<file path="config.mk">
export PLATFORM = sky130hd
export DESIGN_NAME = xlat_ctl_regs
export DESIGN_NICKNAME = d
export VERILOG_FILES = /design/src/rtl/xlat_csr_pkg.sv /design/src/rtl/xlat_blk_ctl.sv /design/src/rtl/xlat_fault_chan.sv /design/src/rtl/xlat_ctl_regs.sv
export SDC_FILE = /design/constraint.sdc
export NUM_CORES = 1
export LEC_CHECK = 0
export BUFFER_PORTS_ARGS = -buffer_cell sky130_fd_sc_hd__buf_2
export CORE_ASPECT_RATIO = 1.5
export CORE_MARGIN = 10
export CORE_UTILIZATION = 45
export CTS_BUF_LIST = sky130_fd_sc_hd__clkbuf_4
export CTS_CLUSTER_SIZE = 25
export DETAILED_ROUTE_END_ITERATION = 8
export PLACE_DENSITY_LB_ADDON = 0.3
export SYNTH_ARGS = -nofsm -noshare
export SYNTH_HDL_FRONTEND = slang
export SYNTH_SLANG_ARGS = --single-unit
</file>
<file path="constraint.sdc">
create_clock -name clk -period 2.6 [get_ports clk]
set_input_delay 0.13 -clock clk [delete_from_list [all_inputs] [get_ports clk]]
set_output_delay 0.13 -clock clk [all_outputs]
set_load 0.005 [all_outputs]
</file>
<file path="src/rtl/xlat_csr_pkg.sv">
package xlat_csr_pkg;

  localparam logic [31:0] OFS_CTRL   = 32'h000;
  localparam logic [31:0] OFS_CFG    = 32'h004;
  localparam logic [31:0] OFS_STAT   = 32'h008;
  localparam logic [31:0] OFS_PTBASE = 32'h00C;
  localparam logic [31:0] OFS_INTSTS = 32'h060;
  localparam logic [31:0] OFS_INTCLR = 32'h064;
  localparam logic [31:0] OFS_RADDR  = 32'h070;
  localparam logic [31:0] OFS_RINFO  = 32'h078;
  localparam logic [31:0] OFS_WADDR  = 32'h080;
  localparam logic [31:0] OFS_WINFO  = 32'h088;

  localparam int TAG_W        = 20;
  localparam int INFO_DIR_BIT = 20;
  localparam int NUM_CH       = 2;

  // Packs the fault info word: tag low, direction flag at bit 20.
  function automatic logic [31:0] info_word(input logic is_wr,
                                            input logic [TAG_W-1:0] tag);
    logic [31:0] w;
    w = '0;
    w[TAG_W-1:0] = tag;
    w[INFO_DIR_BIT] = is_wr;
    return w;
  endfunction

  // Blocked flag next state: set once registered request meets an idle path,
  // held while the request stays, dropped at once when the request goes.
  function automatic logic blocked_next(input logic req_q, input logic req_d,
                                        input logic held, input logic idle);
    return req_q & req_d & (held | idle);
  endfunction

endpackage

</file>
<file path="src/rtl/xlat_blk_ctl.sv">
module xlat_blk_ctl
  import xlat_csr_pkg::*;
#(
  parameter int CNT_W = 8
) (
  input  logic             clk,
  input  logic             rst_n,
  input  logic             ctrl_we,
  input  logic [2:0]       ctrl_wdata,
  input  logic [CNT_W-1:0] inflight,
  output logic [2:0]       ctrl_q,
  output logic             blocked
);

  logic req_d;
  logic path_idle;

  assign req_d     = ctrl_we ? ctrl_wdata[1] : ctrl_q[1];
  assign path_idle = (inflight == '0);

  always_ff @(posedge clk or negedge rst_n) begin
    if (!rst_n) begin
      ctrl_q  <= '0;
      blocked <= 1'b0;
    end else begin
      if (ctrl_we) ctrl_q <= ctrl_wdata;
      blocked <= blocked_next(ctrl_q[1], req_d, blocked, path_idle);
    end
  end


  blocked_has_req_chk: assert property (@(posedge clk) disable iff (!rst_n)
    blocked |-> ctrl_q[1]);


  blocked_set_idle_chk: assert property (@(posedge clk) disable iff (!rst_n)
    $rose(blocked) |-> ($past(inflight) == '0));


  release_same_edge_chk: assert property (@(posedge clk) disable iff (!rst_n)
    (ctrl_we && !ctrl_wdata[1]) |=> !blocked);

endmodule

</file>
<file path="src/rtl/xlat_fault_chan.sv">
module xlat_fault_chan
  import xlat_csr_pkg::*;
#(
  parameter int FADDR_W = 32,
  parameter bit IS_WR   = 1'b0
) (
  input  logic               clk,
  input  logic               rst_n,
  input  logic               evt,
  input  logic [FADDR_W-1:0] evt_addr,
  input  logic [TAG_W-1:0]   evt_tag,
  input  logic               clr,
  output logic               pend,
  output logic [FADDR_W-1:0] addr_q,
  output logic [31:0]        info_q
);

  logic capture;

  assign capture = evt & ~pend;

  always_ff @(posedge clk or negedge rst_n) begin
    if (!rst_n) begin
      pend   <= 1'b0;
      addr_q <= '0;
      info_q <= '0;
    end else begin
      pend <= (pend & ~clr) | capture;
      if (capture) begin
        addr_q <= evt_addr;
        info_q <= info_word(IS_WR, evt_tag);
      end
    end
  end


  hold_capture_chk: assert property (@(posedge clk) disable iff (!rst_n)
    (pend && !clr) |=> ($stable(addr_q) && $stable(info_q)));


  dir_flag_chk: assert property (@(posedge clk) disable iff (!rst_n)
    pend |-> (info_q[INFO_DIR_BIT] == IS_WR));


  clear_drops_chk: assert property (@(posedge clk) disable iff (!rst_n)
    (clr && !evt) |=> !pend);

endmodule

</file>
<file path="src/rtl/xlat_ctl_regs.sv">
module xlat_ctl_regs
  import xlat_csr_pkg::*;
#(
  parameter int ADDR_W  = 12,
  parameter int CNT_W   = 8,
  parameter int FADDR_W = 32
) (
  input  logic               clk,
  input  logic               rst_n,
  input  logic               reg_wr,
  input  logic               reg_rd,
  input  logic [ADDR_W-1:0]  reg_addr,
  input  logic [31:0]        reg_wdata,
  output logic [31:0]        reg_rdata,
  input  logic [CNT_W-1:0]   inflight_cnt,
  input  logic               flt_valid,
  input  logic               flt_is_wr,
  input  logic [FADDR_W-1:0] flt_addr,
  input  logic [TAG_W-1:0]   flt_tag,
  output logic               xlat_enable,
  output logic               xlat_stall,
  output logic               irq
);

  localparam logic [ADDR_W-1:0] A_CTRL   = OFS_CTRL[ADDR_W-1:0];
  localparam logic [ADDR_W-1:0] A_CFG    = OFS_CFG[ADDR_W-1:0];
  localparam logic [ADDR_W-1:0] A_STAT   = OFS_STAT[ADDR_W-1:0];
  localparam logic [ADDR_W-1:0] A_PTBASE = OFS_PTBASE[ADDR_W-1:0];
  localparam logic [ADDR_W-1:0] A_INTSTS = OFS_INTSTS[ADDR_W-1:0];
  localparam logic [ADDR_W-1:0] A_INTCLR = OFS_INTCLR[ADDR_W-1:0];
  localparam logic [ADDR_W-1:0] A_RADDR  = OFS_RADDR[ADDR_W-1:0];
  localparam logic [ADDR_W-1:0] A_RINFO  = OFS_RINFO[ADDR_W-1:0];
  localparam logic [ADDR_W-1:0] A_WADDR  = OFS_WADDR[ADDR_W-1:0];
  localparam logic [ADDR_W-1:0] A_WINFO  = OFS_WINFO[ADDR_W-1:0];

  logic [2:0]          ctrl_q;
  logic                blocked;
  logic [31:0]         cfg_q;
  logic [31:0]         ptbase_q;
  logic [NUM_CH-1:0]   pend;
  logic [NUM_CH-1:0]   int_clr;
  logic [FADDR_W-1:0]  fa   [NUM_CH];
  logic [31:0]         fi   [NUM_CH];
  logic                addr_hit;
  logic [31:0]         rd_mux;

  assign int_clr = (reg_wr && reg_addr == A_INTCLR) ? reg_wdata[NUM_CH-1:0] : '0;

  xlat_blk_ctl #(.CNT_W(CNT_W)) u_blk (
    .clk        (clk),
    .rst_n      (rst_n),
    .ctrl_we    (reg_wr && reg_addr == A_CTRL),
    .ctrl_wdata (reg_wdata[2:0]),
    .inflight   (inflight_cnt),
    .ctrl_q     (ctrl_q),
    .blocked    (blocked)
  );

  for (genvar ch = 0; ch < NUM_CH; ch++) begin : gen_ch
    xlat_fault_chan #(.FADDR_W(FADDR_W), .IS_WR(ch == 1)) u_ch (
      .clk      (clk),
      .rst_n    (rst_n),
      .evt      (flt_valid && (flt_is_wr == (ch == 1))),
      .evt_addr (flt_addr),
      .evt_tag  (flt_tag),
      .clr      (int_clr[ch]),
      .pend     (pend[ch]),
      .addr_q   (fa[ch]),
      .info_q   (fi[ch])
    );
  end

  always_ff @(posedge clk or negedge rst_n) begin
    if (!rst_n) begin
      cfg_q    <= '0;
      ptbase_q <= '0;
    end else if (reg_wr) begin
      if (reg_addr == A_CFG)    cfg_q    <= reg_wdata;
      if (reg_addr == A_PTBASE) ptbase_q <= reg_wdata;
    end
  end

  always_comb begin
    addr_hit = 1'b1;
    rd_mux   = '0;
    case (reg_addr)
      A_CTRL:   rd_mux[2:0] = ctrl_q;
      A_CFG:    rd_mux = cfg_q;
      A_STAT:   rd_mux[0] = blocked;
      A_PTBASE: rd_mux = ptbase_q;
      A_INTSTS: rd_mux[NUM_CH-1:0] = pend;
      A_INTCLR: rd_mux = '0;
      A_RADDR:  rd_mux[FADDR_W-1:0] = fa[0];
      A_RINFO:  rd_mux = fi[0];
      A_WADDR:  rd_mux[FADDR_W-1:0] = fa[1];
      A_WINFO:  rd_mux = fi[1];
      default:  addr_hit = 1'b0;
    endcase
  end

  assign reg_rdata   = reg_rd ? rd_mux : '0;
  assign xlat_enable = ctrl_q[0];
  assign xlat_stall  = ctrl_q[1];
  assign irq         = |pend;


  irq_cause_chk: assert property (@(posedge clk) disable iff (!rst_n)
    $rose(irq) |-> $past(flt_valid));


  unmapped_zero_chk: assert property (@(posedge clk) disable iff (!rst_n)
    (reg_rd && !addr_hit) |-> (reg_rdata == '0));


  stall_while_blocked_chk: assert property (@(posedge clk) disable iff (!rst_n)
    blocked |-> xlat_stall);

endmodule

</file>
==> reports/results.ini, run 1 <==
[clock_tree]
cts_setup_buffers=0
cts_buffers=17
cts_buffer_depth=2
tritoncts=yes
cts_root_buffer=clkbuf_4
cts_sinks=175
cts_resized=0
clk_latency_ns=0.58
clk_pin_slew_ns=0.14
htreeDepth=4

[synthesis]
synth_edf_count=0
ys.flop_type=dfrtp_1
synth_cells=622
synth_area_um2=8420
avgSynthCellArea_um2=13.5
yosysUniqueCellTypes=52
async_flop_share=1.00
synth_fp_nets=732
ys_seq_area_frac=0.520
yosysWarnings=0
ys_ff_latch=175

[power]
combinationalPowerShare=0.207
power_density_nw_per_um2=639
power.share.clock=0.216
p_switching_uw=1800
internal_power_uw=4940
p_leak_uw=0.00496
vdd_drop_max_uv=456
seq_power_share=0.577
swShare=0.267

[die]
core_um2=18500
die-area_um2=24700
start_util=0.456
die_w_um=132
io_pins=145
std_cell_rows=61
die_y_um=188

[place]
hpwl_mm=16.9
port-buffer-count=144
finalWeightedCongestion=0.842
placed_cells=998
pre_cts_slack_ns=0.501

[drt]
via_count=6131
ant_nets=0
vias_per_cell=5.49
firstDrtPassIters=6
wl_per_cell_um=21.0
met2WireLength_mm=12.1
drt_iter0_markers=357
highest_layer=met4
wl_mm=23.5
drc_errors=0
met1Wirelength_mm=9.56
met3_length_um=930

[setup_path]
critPathRequiredTime_ns=2.47
cp_max_fo=3
cp.arrival_ns=2.26
cp-start-kind=register
path_class=reg2out
worstSetupEndpointType=primary output

[global_routing]
gr-total-overflow=0
grt_usage=0.189
grt_pass1_wl_mm=37.1
first_global_vias=6825
grt_max_degree=86
grt_antenna_before_repair=2

[timing]
finClkSkew_ns=0.0177
tns_ns=0
relSlewSlack=0.484
period_needed_ns=2.39
hold_viol_final=0
grt_setup_unrepaired=false
fin_crit_sh=0.920
setup_viol=0
whs_ns=0.128
worst_pin_slew_ns=0.774
fin_ws_ns=0.207
fmax_ghz=0.418
drv_slew=0

[final_layout]
utilization=0.571
layout.cells.non_filler=1117
area_delta_synth_final_pct=25.2
drive_above_1_share=0.450
nNetsFinal=964

[min_path]
hold_class=in2reg

[job]
drv_cap=0

[run_status]
outcome=complete, no violations

-- layout by cell type (no fill, tap or decap), types with 16 or more instances in the layout --
| cell | n |
|---|---|
| dfrtp_1 | 175 |
| mux2_2 | 155 |
| buf_2 | 142 |
| dlygate4sd3_1 | 89 |
| mux2i_1 | 34 |
| mux2_4 | 30 |
| nand2_1 | 26 |
| buf_4 | 20 |
| clkbuf_4 | 19 |
| nor2_1 | 16 |
| a22oi_1 | 16 |
| a21oi_1 | 16 |
-- layout make-up --
class | count | area [µm²]
multi-input cells | 404 | 3780
diodes | 2 | 5.00
inverters | 1 | 3.75
fillers | 1554 | 7920
clock buffers | 19 | 143
repair buffers | 255 | 1820
clock inverters | 9 | 97.6
flip-flops and latches | 175 | 4380
well taps | 252 | 315
-- per-layer routing --
layer,global-route usage,up-vias
li1,-,2771
met1,0.219,3125
met2,0.327,183
met3,0.0399,52
met4,0.0888,0
met5,0,-
-- logic make-up (layout without fill, tap and decap cells) --
| family | after synthesis | count (layout) | synth area share |
|---|---|---|---|
| AOI/OAI and AO/OA | 89 | 89 | 0.0756 |
| muxes | 222 | 222 | 0.306 |
| other | 0 | 2 | 0 |
| DFF | 175 | 175 | 0.520 |
| and+or+nand+nor | 93 | 93 | 0.0665 |
| buffers and inverters | 43 | 284 | 0.0316 |
-- per-stage QoR --
stage / cell area (µm²) / power (µW)
after floorplan: 8420 / 4770
after global placement: 9410 / 5120
after detailed placement: 9410 / 5260
after CTS: 10500 / 6790
after global routing: 10600 / 7100
final: 10600 / 6740
-- synth_stat cells (2+ instances only) --
cell type | instances | area share
nor2b_1 | 3 | 0.0022
nand4_4 | 2 | 0.0050
a211oi_1 | 4 | 0.0036
nor4_1 | 3 | 0.0022
o22ai_1 | 12 | 0.0089
nor3_1 | 5 | 0.0030
a31oi_1 | 3 | 0.0022
nor2_1 | 16 | 0.0071
nand2_1 | 26 | 0.012
o32ai_1 | 5 | 0.0052
and3_1 | 3 | 0.0022
and2_1 | 12 | 0.0089
o2bb2ai_1 | 5 | 0.0052
a22oi_1 | 16 | 0.014
nand3_1 | 4 | 0.0024
clkbuf_1 | 7 | 0.0031
mux2_2 | 155 | 0.21
nand2b_1 | 3 | 0.0022
nand3b_1 | 3 | 0.0027
mux2_4 | 30 | 0.053
nor3b_1 | 2 | 0.0018
nand4_1 | 2 | 0.0015
a22o_1 | 3 | 0.0031
buf_6 | 9 | 0.012
buf_4 | 4 | 0.0036
mux2_1 | 2 | 0.0027
a21oi_1 | 16 | 0.0095
buf_2 | 18 | 0.011
buf_1 | 4 | 0.0018
a311oi_1 | 2 | 0.0021
o21a_1 | 5 | 0.0045
a221oi_1 | 8 | 0.0083
o21ai_0 | 4 | 0.0024
mux2i_1 | 34 | 0.040
dfrtp_1 | 175 | 0.52
-- power groups by stage --
| stage | Sequential (µW) | Combinational (µW) | Clock [µW] |
|---|---|---|---|
| floorplan | 3810 | 959 | 0 |
| global placement | 3890 | 1220 | 0 |
| detailed placement | 3950 | 1310 | 0 |
| CTS | 3890 | 1420 | 1480 |
| global route | 3980 | 1530 | 1590 |
| finish | 3890 | 1400 | 1450 |
-- sequential cells by signal (all words and copies together), names as in the netlist --
name                flops
cfg_q                  32
gen_ch.u_ch.info_q     41
u_blk.blocked           1
ptbase_q               32
gen_ch.u_ch.pend        2
u_blk.ctrl_q            3
gen_ch.u_ch.addr_q     64
-- what timing repair did --
item | 4_1_cts | 5_1_grt
hold buffers | 89 | 0
hold endpoints to repair | 256 | 0
endpoints found under the setup margin | 0 | 0
-- path summary, 6_finish.rpt --
kind | from | to | slack [ns] | cells past startpoint
worst max-delay path | u_blk.ctrl_q[0]$_DFFE_PN0N_ | reg_rdata[0] | 0.21 | 6
worst min-delay path | flt_is_wr | gen_ch[0].u_ch.info_q[2]$_DFFE_PN0P_ | 0.13 | 4
worst min register to register | gen_ch[1].u_ch.info_q[20]$_DFFE_PN0P_ | gen_ch[1].u_ch.info_q[20]$_DFFE_PN0P_ | 0.49 | 1
worst max register to register | gen_ch[1].u_ch.pend$_DFF_PN0_ | gen_ch[1].u_ch.info_q[5]$_DFFE_PN0P_ | 0.92 | 3
max in group asynchronous | rst_n | gen_ch[1].u_ch.info_q[3]$_DFFE_PN0P_ | 1.49 | 3
min in group asynchronous | rst_n | cfg_q[17]$_DFFE_PN0P_ | 0.16 | 2
-- worst max-delay path, stage by stage (launching register included) --
cell     delay [ns]
dfrtp_1        0.42
mux4_2         0.47
nand2_1        0.08
o21ai_0        0.08
a41o_1         0.24
o221a_2        0.28
buf_2          0.13
(Power assumes the default switching activity.)
==> run 2, diff against run 1 <==
--- a/config.mk
+++ b/config.mk
@@ -12,7 +12,7 @@
 export CTS_BUF_LIST = sky130_fd_sc_hd__clkbuf_4
 export CTS_CLUSTER_SIZE = 25
 export DETAILED_ROUTE_END_ITERATION = 8
-export PLACE_DENSITY_LB_ADDON = 0.3
+export PLACE_DENSITY_LB_ADDON = 0.15
 export SYNTH_ARGS = -nofsm -noshare
 export SYNTH_HDL_FRONTEND = slang
 export SYNTH_SLANG_ARGS = --single-unit
==> run 2 against run 1 <==
Critical path type is now in2reg. Highest routed layer unchanged. Register-to-register slack got worse by 0.15 ns. Sequential power about the same. Flip-flop and latch count unchanged.
==> reports/results.ini, run 2 (same netlist as run 1, synthesis figures left out) <==
[run_status]
outcome=complete, no violations

[die]
std_cell_rows=61  ; unchanged
die_w_um=132  ; unchanged
start_util=0.456  ; unchanged
core_um2=18500  ; unchanged
die_y_um=188  ; unchanged
io_pins=145  ; unchanged
die-area_um2=24700  ; unchanged

[setup_path]
cp_max_fo=1  ; -2
cpMostUsedCell=dlygate4sd3_1
critPathLaunch=inflight_cnt[6]
path_class=in2reg
cp.arrival_ns=2.93  ; +0.67 ns
reg2reg_slack_ns=0.77  ; -0.15 ns
cpPeakStageDelay_ns=0.58  ; +0.11 ns
r2r-start=u_blk.blocked$_DFF_PN0_
crit_path_end=u_blk.blocked$_DFF_PN0_
critPathRequiredTime_ns=3.11  ; +0.64 ns
r2r_end=u_blk.blocked$_DFF_PN0_
critPathSlowestCell=dlygate4sd3_1
crit_chain=dlygate4sd3_1, buf_2, nor4_1, dlygate4sd3_1, a21oi_1, dlygate4sd3_1, nor3b_1, dlygate4sd3_1
r2r_cells=4  ; +1
worstSetupEndpointType=register
cp-start-kind=input pin

[clock_tree]
cts_buffers=17  ; unchanged
cts_resized=0  ; unchanged
cts_root_buffer=clkbuf_4
clk_pin_slew_ns=0.13  ; about the same
postCtsHoldBufs=91  ; +2.2%
cts_sinks=175  ; unchanged
clk_latency_ns=0.57  ; about the same
tritoncts=yes
cts_buffer_depth=2  ; unchanged
htreeDepth=4  ; unchanged
cts_setup_buffers=0  ; unchanged

[timing]
hold_viol_final=0  ; unchanged
worst_pin_slew_ns=0.675  ; -0.0995 ns
period_needed_ns=2.42  ; +0.0243 ns
relSlewSlack=0.544  ; +0.0602
drv_slew=0  ; unchanged
tns_ns=0  ; unchanged
fin_ws_ns=0.183  ; -0.0243 ns
grt_setup_unrepaired=false
fin_crit_sh=0.930  ; +0.00933
whs_ns=0.0626  ; -0.0656 ns
setup_viol=0  ; unchanged
finClkSkew_ns=0.0141  ; -0.00360 ns
fmax_ghz=0.414  ; -1.0%

[place]
hpwl_mm=16.9  ; +0.14%
finalWeightedCongestion=0.895  ; +6.4%
placed_cells=996  ; -0.20%
port-buffer-count=144  ; unchanged
pre_cts_slack_ns=0.535  ; +0.0331 ns

[drt]
highest_layer=met4
met2WireLength_mm=12.5  ; +3.4%
firstDrtPassIters=4  ; -2
drc_errors=0  ; unchanged
ant_nets=0  ; unchanged
vias_per_cell=5.38  ; -2.0%
met3_length_mm=1.05  ; +13%
met1Wirelength_mm=9.61  ; +0.55%
drt_iter0_markers=337  ; -5.6%
wl_per_cell_um=21.2  ; +1.1%
wl_mm=23.8  ; +1.5%
via_count=6028  ; -1.7%

[final_layout]
mostFrequentLayoutCells=dfrtp_1 (175), mux2_2 (155), buf_2 (142)
fillers=1596  ; +2.7%
reg.largest.list=gen_ch.u_ch.addr_q (64), gen_ch.u_ch.info_q (41)
layout.cells.non_filler=1121  ; +0.36%
top_register=gen_ch.u_ch.addr_q
drive_above_1_share=0.451  ; +0.00139
largest_reg_flops=64  ; unchanged
multi_input_area_um2=3780  ; unchanged
area_delta_synth_final_pct=26.9
mostFrequentLayoutCell=dfrtp_1
seq_area_um2=4380  ; unchanged
nNetsFinal=964  ; unchanged

[global_routing]
grt_antenna_before_repair=2  ; unchanged
grt_max_degree=70  ; -19%
grt_usage=0.195  ; +0.00599
gr-total-overflow=0  ; unchanged
grt_pass1_wl_mm=37.9  ; +2.1%
first_global_vias=6908  ; +1.2%

[min_path]
hold_class=in2reg

[power]
p_leak_uw=0.00503  ; +1.4%
fin_total_pwr_uw=7290  ; +8.0%
vdd_drop_max_uv=404  ; -11%
power_density_nw_per_um2=681  ; +6.6%

[job]
drv_cap=0  ; unchanged

run 2: cell type report:
| class | count | area share |
|---|---|---|
| repair buffers | 255 | 0.170 |
| clock inverters | 12 | 0.0224 |
| clock buffers | 20 | 0.0140 |
| well taps | 252 | 0.0295 |
| flip-flops and latches | 175 | 0.410 |
| multi-input cells | 404 | 0.354 |
| diodes | 2 | 0.000468 |
| inverters | 1 | 0.000351 |
run 2: layer usage:
layer / track usage / vias up
met1: 0.220 / 3055
met5: 0 / -
met4: 0.0837 / 0
met2: 0.353 / 168
met3: 0.0345 / 37
li1: - / 2768
run 2: worst min-delay path by stage:
stage | from | end | slack [ns] | cells after the start
final | reg_addr[7] | gen_ch[0].u_ch.pend$_DFF_PN0_ | 0.06 | 4
after detailed placement | rst_n | ptbase_q[4]$_DFFE_PN0P_ | 0.18 | 1
after global placement | rst_n | ptbase_q[11]$_DFFE_PN0P_ | 0.16 | 1
after CTS | reg_addr[7] | gen_ch[0].u_ch.pend$_DFF_PN0_ | 0.03 | 4
after floorplan | rst_n | cfg_q[0]$_DFFE_PN0P_ | -0.17 | 0
after global routing | reg_addr[7] | gen_ch[0].u_ch.pend$_DFF_PN0_ | 0.09 | 4
run 2: worst max-delay path: cells and delay by family:
family	cells	cell delay (ns)
buffers and inverters	5	2.38
AO/OA/AOI/OAI	1	0.07
AND/OR/NAND/NOR	2	0.35
run 2: report_power, final:
group | leakage (µW) | switching [µW] | internal, µW
clock network | 0.000202 | 911 | 1080
registers | 0.00221 | 406 | 3490
logic | 0.00262 | 511 | 886
run 2: stage by stage:
stage	utilization	area (µm²)
2_1_floorplan	-	8420
3_3_place_gp	0.508	9390
3_5_place_dp	0.508	9390
4_1_cts	0.579	10700
5_1_grt	0.579	10700
6_report	0.579	10700
==> run 3, diff against run 2 <==
--- a/config.mk
+++ b/config.mk
@@ -13,6 +13,7 @@
 export CTS_CLUSTER_SIZE = 25
 export DETAILED_ROUTE_END_ITERATION = 8
 export PLACE_DENSITY_LB_ADDON = 0.15
+export RECOVER_POWER = 50
 export SYNTH_ARGS = -nofsm -noshare
 export SYNTH_HDL_FRONTEND = slang
 export SYNTH_SLANG_ARGS = --single-unit
==> run 3 against run 2 <==
The run now ends with capacitance limit, slew limit left. Worst setup slack worse by 0.0033 ns. Global-route usage stayed put. Die area stayed put. Critical path type unchanged. Highest routed layer unchanged.
==> reports/results.ini, run 3 (same netlist as run 1, synthesis figures left out) <==
[setup_path]
critPathBufInv=5  ; unchanged
cp_top_family=buffers and inverters
critPathSlowestCell=dlygate4sd3_1
critPathRequiredTime_ns=3.11  ; about the same
worstSetupEndpointType=register
cpMostUsedCell=dlygate4sd3_1
cp.arrival_ns=2.93  ; about the same
cpPeakStageDelay_ns=0.58  ; about the same
crit_chain=dlygate4sd3_1, buf_2, nor4_1, dlygate4sd3_1, a21oi_1, dlygate4sd3_1, nor3b_1, dlygate4sd3_1
path_class=in2reg
cp-start-kind=input pin
cp_max_fo=1  ; unchanged

[clock_tree]
clk_pin_slew_ns=0.13  ; about the same
clk_latency_ns=0.57  ; about the same
cts_sinks=175  ; unchanged
cts_buffer_depth=2  ; unchanged
htreeDepth=4  ; unchanged
cts_resized=0  ; unchanged
tritoncts=yes
cts_buffers=17  ; unchanged
cts_root_buffer=clkbuf_4

[drt]
firstDrtPassIters=6  ; +2
vias_per_cell=5.39  ; +0.15%
drt_iter0_markers=297  ; -12%
via_count=6037  ; +0.15%
ant_nets=0  ; unchanged
wl_per_cell_um=21.2  ; about the same
wl_mm=23.8  ; about the same
drc_errors=0  ; unchanged

[die]
die-area_um2=24700  ; unchanged
core_um2=18500  ; unchanged
io_pins=145  ; unchanged
die_y_um=188  ; unchanged
die_w_um=132  ; unchanged
start_util=0.456  ; unchanged
std_cell_rows=61  ; unchanged

[timing]
worst_pin_slew_ns=1.78  ; +1.11 ns
fin_crit_sh=0.931  ; +0.00127
drv_slew=69  ; +69
period_needed_ns=2.42  ; +0.00330 ns
hold_viol_final=0  ; unchanged
setup_viol=0  ; unchanged
relSlewSlack=-0.187  ; -0.731
fmax_ghz=0.413  ; -0.14%
tns_ns=0  ; unchanged
grt_setup_unrepaired=false
finClkSkew_ns=0.0145  ; +0.000394 ns

[run_status]
outcome=finished, violations left
violations=capacitance limit, slew limit

[place]
hpwl_mm=16.9  ; unchanged
port-buffer-count=144  ; unchanged
finalWeightedCongestion=0.895  ; unchanged
placed_area_um2=9390  ; unchanged

[final_layout]
drive_above_1_share=0.436  ; -0.0150
mostFrequentLayoutCells=dfrtp_1 (175), mux2_2 (155), buf_2 (141)
mostFrequentLayoutCell=dfrtp_1
stdcell_area_um2=10600  ; -0.54%
top_register=gen_ch.u_ch.addr_q
area_delta_synth_final_pct=26.2
nNetsFinal=964  ; unchanged
reg.largest.list=gen_ch.u_ch.addr_q (64), gen_ch.u_ch.info_q (41)
largest_reg_flops=64  ; unchanged
fillers=1608  ; +0.75%

[power]
vdd_drop_max_uv=405  ; +0.15%
power_density_nw_per_um2=685  ; +0.46%
p_leak_uw=0.00499  ; -0.86%

[global_routing]
use_met3=0.0345  ; unchanged
grt_antenna_before_repair=2  ; unchanged
grt_pass1_wl_mm=37.9  ; unchanged
first_global_vias=6908  ; unchanged
gr-total-overflow=0  ; unchanged
globalRouteMet1Util=0.220  ; unchanged
grt_util_met2=0.353  ; unchanged
grt_max_degree=70  ; unchanged
grt-busiest-layer=met2
grt_usage=0.195  ; unchanged

[job]
drv_cap=1  ; +1

[min_path]
hold_class=in2reg

run 3: cell count changes in the layout (fill, tap and decap cells not counted), sizes merged:
cell    before  now
buf        164  156
clkbuf      20   28
run 3: worst reg2reg max path: stages, from the launching register on:
cell	delay [ns]
dfrtp_1	0.41
a21oi_1	0.14
dlygate4sd3_1	0.59
nor3b_1	0.05
dlygate4sd3_1	0.54
run 3: cell type report:
cell class,count,area (µm²),share of cell area
well taps,252,315,0.0297
flip-flops and latches,175,4380,0.412
multi-input cells,404,3750,0.353
clock buffers,20,150,0.0141
inverters,1,3.75,0.000353
clock inverters,12,239,0.0225
repair buffers,255,1790,0.168
diodes,2,5.00,0.000471
run 3: worst paths after layout:
| path | start | endpoint | slack (ns) | cells after the start |
|---|---|---|---|---|
| min | reg_addr[7] | gen_ch[0].u_ch.pend$_DFF_PN0_ | 0.07 | 4 |
| max in group asynchronous | rst_n | cfg_q[6]$_DFFE_PN0P_ | 0.58 | 3 |
| min reg2reg | gen_ch[1].u_ch.info_q[20]$_DFFE_PN0P_ | gen_ch[1].u_ch.info_q[20]$_DFFE_PN0P_ | 0.48 | 1 |
| max | inflight_cnt[6] | u_blk.blocked$_DFF_PN0_ | 0.18 | 8 |
| min in group asynchronous | rst_n | ptbase_q[4]$_DFFE_PN0P_ | 0.54 | 2 |
| max reg2reg | u_blk.blocked$_DFF_PN0_ | u_blk.blocked$_DFF_PN0_ | 0.77 | 4 |
run 3: power by group:
part	leakage, µW	switching, µW	internal (µW)
Combinational	0.00258	511	882
Clock	0.000202	910	1080
Sequential	0.00221	403	3490
Total	0.00499	1820	5460
run 3: what timing repair did:
action	CTS	global route
buffers inserted	0	0
endpoints found under the hold margin	240	0
hold buffers	91	0
run 3: per-layer routing:
layer / vias to the layer above / share of wire / routed length [µm]
met4: 0 / 0.030 / 704
met5: - / 0 / 0
li1: 2769 / - / -
met3: 35 / 0.038 / 916
met1: 3081 / 0.40 / 9600
met2: 152 / 0.53 / 12600
run 3: through the flow:
stage               cells   util  hold WS (ns)  total power (µW)  setup slack [ns]
floorplan             622      -        -0.166              4770             0.954
global placement      996  0.508         0.164              5130             0.493
detailed placement    996  0.508         0.176              5260             0.535
CTS                  1119  0.579        0.0305              7360             0.182
global route         1121  0.576        0.0936              7670             0.105
finish               1121  0.576        0.0667              7280             0.179
